**src/rtl/clamp_pkg.sv**
```systemverilog
package clamp_pkg;

    // Registered state of the three clamp outputs.
    typedef struct packed {
        logic early_a;
        logic early_b;
        logic late;
    } clamp_out_t;

    // Edge events delivered by the synchronizer.
    typedef struct packed {
        logic rise;
        logic fall;
    } sync_evt_t;

endpackage

```
**src/rtl/clamp_sync_edge.sv**
```systemverilog
module clamp_sync_edge #(
    parameter int STAGES = 2
) (
    input  logic                  clk,
    input  logic                  rst_n,
    input  logic                  sync_in,
    output clamp_pkg::sync_evt_t  evt
);
    localparam int HIST_W = STAGES + 1;

    typedef struct packed {
        logic [HIST_W-1:0] sh;
    } state_t;

    state_t st_d, st_q;

    always_comb begin
        st_d    = st_q;
        st_d.sh = {st_q.sh[HIST_W-2:0], sync_in};
    end

    always_ff @(posedge clk or negedge rst_n) begin
        if (!rst_n) begin
            st_q <= '0;
        end else begin
            st_q <= st_d;
        end
    end

    // Bit STAGES-1 is the synchronized level, and bit STAGES holds its previous value.
    always_comb begin
        evt.rise = st_q.sh[STAGES-1] & ~st_q.sh[STAGES];
        evt.fall = ~st_q.sh[STAGES-1] & st_q.sh[STAGES];
    end

endmodule

```
**src/rtl/clamp_timebase.sv**
```systemverilog
module clamp_timebase #(
    parameter int CNT_W = 8
) (
    input  logic                 clk,
    input  logic                 rst_n,
    input  clamp_pkg::sync_evt_t evt,
    input  logic                 early_width_wr,
    input  logic [CNT_W-1:0]     early_width_data,
    input  logic                 late_width_wr,
    input  logic [CNT_W-1:0]     late_width_data,
    output logic [CNT_W-1:0]     cnt,
    output logic [CNT_W-1:0]     offset,
    output logic [CNT_W-1:0]     early_width,
    output logic [CNT_W-1:0]     late_width
);
    localparam logic [CNT_W-1:0] ONE = CNT_W'(1);

    typedef struct packed {
        logic [CNT_W-1:0] cnt;
        logic [CNT_W-1:0] offset;
        logic [CNT_W-1:0] ew;
        logic [CNT_W-1:0] lw;
    } state_t;

    state_t st_d, st_q;

    always_comb begin
        st_d = st_q;
        // Free-running count, restarted by a rising sync edge.
        if (evt.rise) begin
            st_d.cnt = '0;
        end else begin
            st_d.cnt = st_q.cnt + ONE;
        end
        // The falling sync edge fixes the late offset within the line.
        if (evt.fall) begin
            st_d.offset = st_q.cnt;
        end
        if (early_width_wr) begin
            st_d.ew = early_width_data;
        end
        if (late_width_wr) begin
            st_d.lw = late_width_data;
        end
    end

    always_ff @(posedge clk or negedge rst_n) begin
        if (!rst_n) begin
            st_q <= '0;
        end else begin
            st_q <= st_d;
        end
    end

    assign cnt         = st_q.cnt;
    assign offset      = st_q.offset;
    assign early_width = st_q.ew;
    assign late_width  = st_q.lw;

endmodule

```
**src/rtl/clamp_pulse_ctrl.sv**
```systemverilog
module clamp_pulse_ctrl #(
    parameter int CNT_W   = 8,
    parameter int N_EARLY = 2
) (
    input  logic                 clk,
    input  logic                 rst_n,
    input  clamp_pkg::sync_evt_t evt,
    input  logic [CNT_W-1:0]     cnt,
    input  logic [CNT_W-1:0]     offset,
    input  logic [CNT_W-1:0]     early_width,
    input  logic [CNT_W-1:0]     late_width,
    output logic [N_EARLY-1:0]   early,
    output logic                 late
);
    localparam int SUM_W = CNT_W + 1;

    typedef struct packed {
        logic [N_EARLY-1:0] early;
        logic               late;
    } state_t;

    state_t st_d, st_q;

    logic [SUM_W-1:0] late_end;
    logic             hit_early_end;
    logic             hit_late_start;
    logic             hit_late_end;

    always_comb begin
        late_end       = {1'b0, offset} + {1'b0, late_width};
        hit_early_end  = (cnt == early_width);
        hit_late_start = (cnt == offset);
        hit_late_end   = ({1'b0, cnt} == late_end);
    end

    always_comb begin
        st_d = st_q;
        if (evt.rise) begin
            // A sync edge outranks every match in the same cycle.
            st_d.early = '1;
            st_d.late  = 1'b0;
        end else begin
            if (hit_early_end) begin
                st_d.early = '0;
            end
            if (hit_late_end) begin
                st_d.late = 1'b0;
            end else if (hit_late_start) begin
                st_d.late = 1'b1;
            end
        end
    end

    always_ff @(posedge clk or negedge rst_n) begin
        if (!rst_n) begin
            st_q <= '0;
        end else begin
            st_q <= st_d;
        end
    end

    assign early = st_q.early;
    assign late  = st_q.late;

endmodule

```
**src/rtl/clamp_pulse_gen.sv**
```systemverilog
module clamp_pulse_gen #(
    parameter int CNT_W       = 8,
    parameter int SYNC_STAGES = 2
) (
    input  logic             clk,
    input  logic             rst_n,
    input  logic             sync_in,
    input  logic             early_width_wr,
    input  logic [CNT_W-1:0] early_width_data,
    input  logic             late_width_wr,
    input  logic [CNT_W-1:0] late_width_data,
    output logic             clamp_early_a,
    output logic             clamp_early_b,
    output logic             clamp_late
);
    localparam int N_EARLY = 2;

    clamp_pkg::sync_evt_t evt;
    clamp_pkg::clamp_out_t outs;
    logic [CNT_W-1:0]     cnt;
    logic [CNT_W-1:0]     offset;
    logic [CNT_W-1:0]     early_width;
    logic [CNT_W-1:0]     late_width;
    logic [N_EARLY-1:0]   early;
    logic                 late;

    clamp_sync_edge #(.STAGES(SYNC_STAGES)) u_sync (
        .clk     (clk),
        .rst_n   (rst_n),
        .sync_in (sync_in),
        .evt     (evt)
    );

    clamp_timebase #(.CNT_W(CNT_W)) u_tb (
        .clk              (clk),
        .rst_n            (rst_n),
        .evt              (evt),
        .early_width_wr   (early_width_wr),
        .early_width_data (early_width_data),
        .late_width_wr    (late_width_wr),
        .late_width_data  (late_width_data),
        .cnt              (cnt),
        .offset           (offset),
        .early_width      (early_width),
        .late_width       (late_width)
    );

    clamp_pulse_ctrl #(.CNT_W(CNT_W), .N_EARLY(N_EARLY)) u_ctrl (
        .clk         (clk),
        .rst_n       (rst_n),
        .evt         (evt),
        .cnt         (cnt),
        .offset      (offset),
        .early_width (early_width),
        .late_width  (late_width),
        .early       (early),
        .late        (late)
    );

    always_comb begin
        outs.early_a = early[0];
        outs.early_b = early[1];
        outs.late    = late;
    end

    assign clamp_early_a = outs.early_a;
    assign clamp_early_b = outs.early_b;
    assign clamp_late    = outs.late;

endmodule

```
**config.mk**
```make
export PLATFORM = sky130hd
export DESIGN_NAME = clamp_pulse_gen
export DESIGN_NICKNAME = d
export VERILOG_FILES = /design/src/rtl/clamp_pkg.sv /design/src/rtl/clamp_sync_edge.sv /design/src/rtl/clamp_timebase.sv /design/src/rtl/clamp_pulse_ctrl.sv /design/src/rtl/clamp_pulse_gen.sv
export SDC_FILE = /design/constraint.sdc
export NUM_CORES = 1
export LEC_CHECK = 0
export ABC_AREA = 1
export BUFFER_PORTS_ARGS = -buffer_cell sky130_fd_sc_hd__buf_2
export CAP_MARGIN = 20
export CORE_MARGIN = 10
export CORE_UTILIZATION = 25
export DETAILED_ROUTE_END_ITERATION = 10
export SLEW_MARGIN = 20
export SYNTH_ARGS = -nofsm -noshare
export SYNTH_HDL_FRONTEND = slang
export SYNTH_HIERARCHICAL = 1
export SYNTH_SLANG_ARGS = --single-unit
export TNS_END_PERCENT = 30
```
**constraint.sdc**
```tcl
create_clock -name clk -period 1.8 [get_ports clk]
set_input_delay 0.09 -clock clk [delete_from_list [all_inputs] [get_ports clk]]
set_output_delay 0.09 -clock clk [all_outputs]
set_load 0.03 [all_outputs]
```
==> results_tabular.tex, run 1 <==
\begin{tabular}{lr}
\hline
Metric & Value \\
\hline
\multicolumn{2}{l}{\textbf{STA}} \\
\quad Worst-margin pin slew & about 0.37 ns \\
\quad Worst slew margin relative to its limit & 0.755 \\
\quad Hold Violations, Final & 0 \\
\quad Setup repair after global routing missed its margin & true \\
\quad Final Hold Slack & between 0.03 and 0.04 ns \\
\quad Layout Skew & roughly 0.0036 ns \\
\quad Ratio of final minimum period to clock period & 0.989 \\
\quad Peak clock frequency supported by timing & about 560 MHz \\
\quad Post-route setup slack & 0.0206 ns \\
\quad Max-slew violation count & 0 \\
\quad Final setup viols & 0 \\
\quad Shortest period the worst path allows & 1.78 ns \\
\multicolumn{2}{l}{\textbf{Yosys}} \\
\quad Average footprint of a synthesized cell & 9.05 um\^{}2 \\
\quad Number of cells produced by synthesis & 237 \\
\quad Synth area leaders & sky130\_fd\_sc\_hd\_\_dfrtp\_1 (43\%), sky130\_fd\_sc\_hd\_\_mux2\_2 (12\%), sky130\_fd\_sc\_hd\_\_nand2\_1 (8.9\%) \\
\quad Syn Std Cell Area & roughly 2100 um\^{}2 \\
\quad Unique cell type count in the Yosys netlist & 25 \\
\quad Post-synthesis sequential area ratio & 0.432 \\
\quad Share of the synthesized area in the top cell type & 0.432 \\
\quad Synth warnings & 6 \\
\quad Largest area contributor in the synthesized netlist & sky130\_fd\_sc\_hd\_\_dfrtp\_1 \\
\quad Number of register bits inferred by synthesis & 37 \\
\quad Synthesized Nets & around 270 \\
\multicolumn{2}{l}{\textbf{Detailed routing}} \\
\quad Post-DR wirelength/cell & roughly 12 um \\
\quad DRC violation count after routing & 0 \\
\quad Antenna-violating nets left & 0 \\
\quad Total wirelength of the detailed-routed design & 4420 um \\
\quad Avg Vias per Cell & 4.16 \\
\quad Drt first-iter violations & approximately 60 \\
\quad Total number of vias & 1567 \\
\quad DR pass1 iterations & 4 \\
\multicolumn{2}{l}{\textbf{Power}} \\
\quad Worst ir drop on vdd & 0.370 mV \\
\quad Total power per unit cell area & about 1000 nW/um\^{}2 \\
\quad Total leakage power & between 1 and 1.5 nW \\
\multicolumn{2}{l}{\textbf{Clocking}} \\
\quad Clock tree from TritonCTS & yes \\
\quad Insertion delay to the later sink of the worst-skew pair & between 0.2 and 0.3 ns \\
\quad Root cell of the clock tree & sky130\_fd\_sc\_hd\_\_clkbuf\_8 \\
\quad Clock buffers created by TritonCTS & 5 \\
\quad Clock transition at the register clock pins on the worst setup and hold paths after CTS & roughly 0.070 ns \\
\quad Clk sink count & 37 \\
\quad Maximum root-to-sink buffer count & 2 \\
\quad H-Tree Level Count & 2 \\
\multicolumn{2}{l}{\textbf{Global routing}} \\
\quad Total overflow reported by the global router & 0 \\
\quad Antenna violations before repair & 0 \\
\quad Pin count of the biggest net entering global routing & 17 \\
\quad Via count of the first global-routing pass & 1668 \\
\quad Combined global-route utilization of all metal layers & 0.0720 \\
\quad First-pass GRT wire length & $\sim$7700 um \\
\multicolumn{2}{l}{\textbf{Outcome}} \\
\quad Outcome & finished clean \\
\multicolumn{2}{l}{\textbf{Setup path}} \\
\quad Buffers plus inverters on the worst setup path & 0 \\
\quad Worst setup path start & u\_tb/late\_width[0] \\
\quad Largest fanout on the critical path & 2 \\
\quad Worst path cell trace & ha\_2 -> fa\_2 -> or2\_4 -> nand3\_1 -> nor2\_1 -> nand3\_1 -> nor2\_2 -> a21oi\_2 \\
\quad Critical Path Stages & 8 \\
\quad Critical setup path kind & flop to flop \\
\quad Length in cells of the worst reg-to-reg path & 8 \\
\quad Stage delay of the slowest cell on the critical path & between 0.5 and 0.6 ns \\
\quad Critical path launch point type & flop \\
\quad Flop-to-flop setup slack & slightly above 0.02 ns \\
\quad Cell with the largest stage delay on the worst path & sky130\_fd\_sc\_hd\_\_fa\_2 \\
\quad Data arrival, critical path & 1.95 ns \\
\quad Crit end category & flop \\
\quad Top delay family on crit path & adder cells \\
\quad Required time of the critical path & approximately 2 ns \\
\quad Most used cell along the critical path & sky130\_fd\_sc\_hd\_\_nand3\_1 \\
\quad R2R Path Start & u\_tb/late\_width[0] \\
\multicolumn{2}{l}{\textbf{Min path}} \\
\quad Worst Hold Path Cells & 2 \\
\quad Hold path startpoint & late\_width\_data[5] \\
\quad Path category of the worst min-delay check & input port to flop \\
\multicolumn{2}{l}{\textbf{Place}} \\
\quad Final RePlAce weighted congestion & 0.754 \\
\quad Total half-perimeter wirelength after legalization and detailed placement & roughly 3500 um \\
\quad \# port buffers & 23 \\
\quad Setup slack at placement & -0.0461 ns \\
\multicolumn{2}{l}{\textbf{Die}} \\
\quad Initial Utilization & 0.258 \\
\quad Die height & 113 um \\
\quad Core Region & between 8000 and 9000 um\^{}2 \\
\quad Rows & 33 \\
\quad Top-Level Pins & 24 \\
\quad Die area & 12700 um\^{}2 \\
\quad Die Span X & 113 um \\
\multicolumn{2}{l}{\textbf{Run}} \\
\quad Max-capacitance violation count & 0 \\
\multicolumn{2}{l}{\textbf{Layout}} \\
\quad Area added between synthesis and finish & 19.0\% \\
\quad Diode insertion count for antenna repair & 0 \\
\quad Register Area & roughly 930 um\^{}2 \\
\quad Filler instances & roughly 850 \\
\quad Nets & 303 \\
\quad Proportion of layout cells with a drive suffix above 1 & 0.301 \\
\quad Commonest cells after routing, fill and taps aside & sky130\_fd\_sc\_hd\_\_nand2\_1 (47), sky130\_fd\_sc\_hd\_\_dfrtp\_1 (37), sky130\_fd\_sc\_hd\_\_inv\_1 (27) \\
\quad Most common cell after layout, fill and taps aside & sky130\_fd\_sc\_hd\_\_nand2\_1 \\
\quad Footprint of the multi-input gates & roughly 1100 um\^{}2 \\
\hline
\end{tabular}
logic make-up (layout without fill, tap and decap cells):
family,Yosys count,count (layout),share of synthesized area
AND/OR/NAND/NOR,106,106,0.219
flip-flops,37,37,0.432
buffers and inverters,32,67,0.0683
multiplexers,22,22,0.116
XOR/XNOR,17,17,0.0694
AO/OA/AOI/OAI,13,13,0.0344
adder cells (fa/ha/maj),10,10,0.0618
layout make-up:
class	count	share of cell area
Clock buffer	6	0.0324
Clock inverter	1	0.00294
Inverter	28	0.0412
Multi-Input combinational cell	168	0.436
Sequential cell	37	0.363
Tap cell	105	0.0515
Timing Repair Buffer	32	0.0735
synthesized netlist by cell type, drive strengths merged:
| cell type | count |
|---|---|
| a21o | 1 |
| a21oi | 9 |
| buf | 4 |
| dfrtp | 37 |
| fa | 1 |
| ha | 9 |
| inv | 28 |
| mux2 | 22 |
| nand2 | 53 |
| nand3 | 18 |
| nand3b | 1 |
| nand4 | 2 |
| nor2 | 23 |
| nor3 | 2 |
| o21a | 1 |
| o21ai | 2 |
| or2 | 7 |
| xnor2 | 14 |
| xor2 | 3 |
where the power goes:
group	leakage [nW]	switching [mW]	internal [mW]	total, mW
clock	0.0433	0.276	0.302	0.579
sequential	0.454	0.139	0.948	1.09
combinational	0.764	0.536	0.466	1.00
per-stage QoR:
stage / cells / total power [mW] / TNS (ns) / cell area [um^2] / utilization
after detailed placement: 366 / 2.01 / -0.0461 / 2390 / 0.288
final: 377 / 2.67 / 0 / 2550 / 0.308
after floorplan: 237 / 1.77 / 0 / 2140 / -
after global placement: 366 / 1.98 / 0 / 2390 / 0.288
after global routing: 377 / 2.91 / -0.0895 / 2550 / 0.308
after CTS: 377 / 2.63 / 0 / 2520 / 0.303
state kept, by name, summed over array words and instances (netlist names):
name and count:
u_tb/late_width 8, u_tb/cnt 8, u_ctrl/late 1, u_tb/offset 8, u_ctrl/early 1, u_sync/st_q 3, u_tb/early_width 8
metal layers:
metal,part of all wire,wire [um],global-route usage,vias to the layer above
met1,0.44,1940,0.0767,720
met5,0,0,0,-
met3,0.023,102,0.0213,8
met4,0.013,58,0.0245,0
met2,0.52,2320,0.131,14
li1,-,-,-,825
what timing repair did:
action	in CTS	in global routing
resized for setup	2	10
pin swaps	2	9
endpoints found under the hold margin	15	0
setup endpoints to repair	1	1
buffers inserted	2	0
hold buffers	2	0
worst paths after layout:
path                                  endpoint
max                                u_ctrl/late
min                         u_tb/late_width[5]
max reg2reg                        u_ctrl/late
min reg2reg                     u_sync/st_q[1]
max in group asynchronous          u_ctrl/late
min in group asynchronous  u_tb/early_width[5]
Power figures use the tool's default switching activity.
==> inputs of run 2 (changes only) <==
ABC_AREA = not set   (was 1)
SYNTH_HIERARCHICAL = not set   (was 1)
==> results_tabular.tex, run 2 <==
\begin{tabular}{lr}
\hline
Metric & Value \\
\hline
\multicolumn{2}{l}{\textbf{Place}} \\
\quad Final RePlAce weighted congestion & $\sim$0.81 \\
\quad \# port buffers & 23 \\
\quad Setup slack at placement & -0.683 ns \\
\quad Total half-perimeter wirelength after legalization and detailed placement & approximately 3200 um \\
\quad Placed instance area & 2400 um\^{}2 \\
\multicolumn{2}{l}{\textbf{Layout}} \\
\quad Most common cell after layout, fill and taps aside & sky130\_fd\_sc\_hd\_\_dfrtp\_1 \\
\quad Proportion of layout cells with a drive suffix above 1 & 0.426 \\
\quad Nets & around 250 \\
\quad Finished Cell Area & roughly 2600 um\^{}2 \\
\quad Area added between synthesis and finish & 29.0\% \\
\quad Footprint of the multi-input gates & slightly above 1000 um\^{}2 \\
\quad Commonest cells after routing, fill and taps aside & sky130\_fd\_sc\_hd\_\_dfrtp\_1 (37), sky130\_fd\_sc\_hd\_\_buf\_4 (32), sky130\_fd\_sc\_hd\_\_mux2\_2 (24) \\
\quad Filler instances & $\sim$800 \\
\quad Diode insertion count for antenna repair & 0 \\
\quad Register Area & 926 um\^{}2 \\
\multicolumn{2}{l}{\textbf{Power}} \\
\quad Share of total power in sequential cells & 0.360 \\
\quad Total power per unit cell area & around 1100 nW/um\^{}2 \\
\quad Worst ir drop on vdd & between 0.3 and 0.4 mV \\
\quad Switching power & 0.893 mW \\
\quad Proportion of power drawn by combinational gates & 0.379 \\
\quad Total leakage power & $\sim$1.2 nW \\
\quad Clock power frac & 0.262 \\
\quad Switch share & 0.308 \\
\quad Internal power contribution & around 2.0 mW \\
\multicolumn{2}{l}{\textbf{Detailed routing}} \\
\quad Total wirelength of the detailed-routed design & 4020 um \\
\quad Drt first-iter violations & 27 \\
\quad Avg Vias per Cell & 4.19 \\
\quad DRC violation count after routing & 0 \\
\quad Antenna-violating nets left & 0 \\
\quad Post-DR wirelength/cell & around 13 um \\
\quad Total number of vias & 1334 \\
\quad DR pass1 iterations & 4 \\
\multicolumn{2}{l}{\textbf{STA}} \\
\quad Final setup viols & 1 \\
\quad Layout Skew & between 0.006 and 0.007 ns \\
\quad Ratio of final minimum period to clock period & 1.33 \\
\quad Hold Violations, Final & 0 \\
\quad Worst slew margin relative to its limit & 0.697 \\
\quad Setup repair after global routing missed its margin & true \\
\quad Post-route setup slack & -0.595 ns \\
\quad Worst-margin pin slew & between 0.4 and 0.5 ns \\
\quad Peak clock frequency supported by timing & between 400 and 500 MHz \\
\quad Max-slew violation count & 0 \\
\quad Shortest period the worst path allows & 2.40 ns \\
\quad Final Hold Slack & 0.0237 ns \\
\multicolumn{2}{l}{\textbf{Setup path}} \\
\quad Critical path launch point type & flop \\
\quad Top delay family on crit path & compound AO/OA/AOI/OAI gates \\
\quad Stage delay of the slowest cell on the critical path & $\sim$0.5 ns \\
\quad Buffers plus inverters on the worst setup path & 0 \\
\quad Critical setup path kind & flop to flop \\
\quad Required time of the critical path & between 1.5 and 2 ns \\
\quad Worst path cell trace & ha\_2 -> fa\_2 -> a21o\_1 -> a221oi\_2 -> xnor2\_1 -> or4\_1 -> o31a\_1 \\
\quad Data arrival, critical path & 2.58 ns \\
\quad Crit end category & flop \\
\quad Worst setup path start & u\_tb.offset[0] \\
\quad Largest fanout on the critical path & 2 \\
\quad Cell with the largest stage delay on the worst path & sky130\_fd\_sc\_hd\_\_or4\_1 \\
\quad R2R Path Start & u\_tb.offset[0] \\
\multicolumn{2}{l}{\textbf{Clocking}} \\
\quad Insertion delay to the later sink of the worst-skew pair & 0.29 ns \\
\quad Clk sink count & 37 \\
\quad Clock buffers created by TritonCTS & 5 \\
\quad Clock tree from TritonCTS & yes \\
\quad H-Tree Level Count & 2 \\
\quad Clock transition at the register clock pins on the worst setup and hold paths after CTS & around 0.080 ns \\
\quad Maximum root-to-sink buffer count & 2 \\
\quad Root cell of the clock tree & sky130\_fd\_sc\_hd\_\_clkbuf\_8 \\
\quad Post-CTS sizing & 0 \\
\multicolumn{2}{l}{\textbf{Die}} \\
\quad Core Region & a little under 8000 um\^{}2 \\
\quad Die height & around 110 um \\
\quad Die area & 11900 um\^{}2 \\
\quad Top-Level Pins & 24 \\
\quad Initial Utilization & 0.257 \\
\quad Die Span X & approximately 110 um \\
\quad Rows & 32 \\
\multicolumn{2}{l}{\textbf{Global routing}} \\
\quad Total overflow reported by the global router & 0 \\
\quad Pin count of the biggest net entering global routing & 17 \\
\quad Via count of the first global-routing pass & 1505 \\
\quad Combined global-route utilization of all metal layers & 0.0750 \\
\quad Antenna violations before repair & 0 \\
\quad First-pass GRT wire length & roughly 7000 um \\
\multicolumn{2}{l}{\textbf{Min path}} \\
\quad Path category of the worst min-delay check & input port to flop \\
\quad Hold path startpoint & early\_width\_data[3] \\
\multicolumn{2}{l}{\textbf{Yosys}} \\
\quad Synthesized Nets & $\sim$190 \\
\quad Prevailing post-synth register cell & sky130\_fd\_sc\_hd\_\_dfrtp\_1 \\
\quad Synth area leaders & sky130\_fd\_sc\_hd\_\_dfrtp\_1 (47\%), sky130\_fd\_sc\_hd\_\_mux2\_2 (14\%), sky130\_fd\_sc\_hd\_\_xor2\_1 (8.4\%) \\
\quad Post-synthesis sequential area ratio & 0.466 \\
\quad Syn Std Cell Area & roughly 2000 um\^{}2 \\
\quad Synth warnings & 0 \\
\quad Top cells by instance count after synthesis & sky130\_fd\_sc\_hd\_\_dfrtp\_1 (37), sky130\_fd\_sc\_hd\_\_mux2\_2 (24), sky130\_fd\_sc\_hd\_\_xor2\_1 (19) \\
\quad Largest area contributor in the synthesized netlist & sky130\_fd\_sc\_hd\_\_dfrtp\_1 \\
\quad Proportion of register bits with asynchronous set or reset after synthesis & 1.00 \\
\quad Number of cells produced by synthesis & 163 \\
\quad Number of register bits inferred by synthesis & 37 \\
\quad Unique cell type count in the Yosys netlist & 31 \\
\quad Average footprint of a synthesized cell & about 12 um\^{}2 \\
\quad Share of the synthesized area in the top cell type & 0.466 \\
\quad Library cell with the highest instance count after synthesis & sky130\_fd\_sc\_hd\_\_dfrtp\_1 \\
\quad Count of flip-flops with a built-in enable after synthesis & 0 \\
\multicolumn{2}{l}{\textbf{Run}} \\
\quad Max-capacitance violation count & 0 \\
\multicolumn{2}{l}{\textbf{Outcome}} \\
\quad Failing checks & negative setup slack \\
\quad Outcome & finished, violations left \\
\hline
\end{tabular}
run 2: changes by cell type after synthesis, sizes merged, moves of 3 or more:
| cell | change |
|---|---|
| a21o | +3 |
| a21oi | -5 |
| and3 | +3 |
| clkbuf | +8 |
| inv | -28 |
| nand2 | -52 |
| nand3 | -13 |
| nor2 | -15 |
| or2 | -7 |
| xor2 | +16 |
run 2: final cells by class:
| type | count | share of cell area |
|---|---|---|
| flip-flops and latches | 37 | 0.361 |
| multi-input cells | 114 | 0.396 |
| well taps | 102 | 0.0498 |
| repair buffers | 57 | 0.146 |
| clock inverters | 2 | 0.0146 |
| clock buffers | 6 | 0.0322 |
run 2: layer usage:
metal	share of wire	GRT usage	up-vias
met5	0	0	-
li1	-	-	669
met2	0.40	0.107	23
met4	0.014	0.0311	0
met3	0.056	0.0283	4
met1	0.53	0.0989	638
run 2: power by group through the flow:
stage | Combinational [mW] | Clock, mW | Sequential [mW]
finish | 1.10 | 0.758 | 1.04
CTS | 1.11 | 0.784 | 1.04
global route | 1.23 | 0.819 | 1.06
floorplan | 0.717 | 0 | 1.07
global placement | 1.06 | 0 | 1.06
detailed placement | 1.08 | 0 | 1.06
run 2: cells by family (layout without fill, tap and decap cells):
kind of cell | Yosys count | count (layout) | synth area share
compound gates | 16 | 16 | 0.0681
flops | 37 | 37 | 0.466
mux | 25 | 25 | 0.141
fa+ha+maj | 10 | 10 | 0.0668
xor+xnor | 34 | 34 | 0.150
simple gates | 29 | 29 | 0.0781
buf+inv | 12 | 65 | 0.0296
run 2: worst paths after layout:
kind | endpoint | slack [ns] | depth (start not counted)
hold / removal | u_tb.early_width[3] | 0.02 | 2
max in group asynchronous | u_tb.early_width[1] | 1.07 | 3
setup reg to reg | u_ctrl.late | -0.60 | 7
hold reg to reg | u_sync.st_q[1] | 0.35 | 0
min in group asynchronous | u_tb.late_width[7] | 0.21 | 2
setup / recovery | u_ctrl.late | -0.60 | 7
run 2: worst reg2reg max path, stage by stage (launching register included):
cell	delay [ns]
sky130_fd_sc_hd__dfrtp_1	0.39
sky130_fd_sc_hd__ha_2	0.20
sky130_fd_sc_hd__fa_2	0.34
sky130_fd_sc_hd__a21o_1	0.19
sky130_fd_sc_hd__a221oi_2	0.30
sky130_fd_sc_hd__xnor2_1	0.09
sky130_fd_sc_hd__or4_1	0.50
sky130_fd_sc_hd__o31a_1	0.28
run 2: stage by stage:
stage / setup TNS (ns) / power [mW] / cells / utilization
finish: -0.595 / 2.90 / 318 / 0.332
global route: -0.709 / 3.11 / 318 / 0.332
CTS: -0.619 / 2.93 / 317 / 0.331
detailed placement: -0.683 / 2.14 / 305 / 0.311
global placement: -0.618 / 2.12 / 305 / 0.311
floorplan: -0.576 / 1.79 / 163 / -
run 2: timing repair:
action,4_1_cts,5_1_grt
hold buffers,2,0
hold endpoints to repair,15,0
pin swaps,6,2
gates cloned,0,0
endpoints found under the setup margin,1,1
buffers inserted,2,1
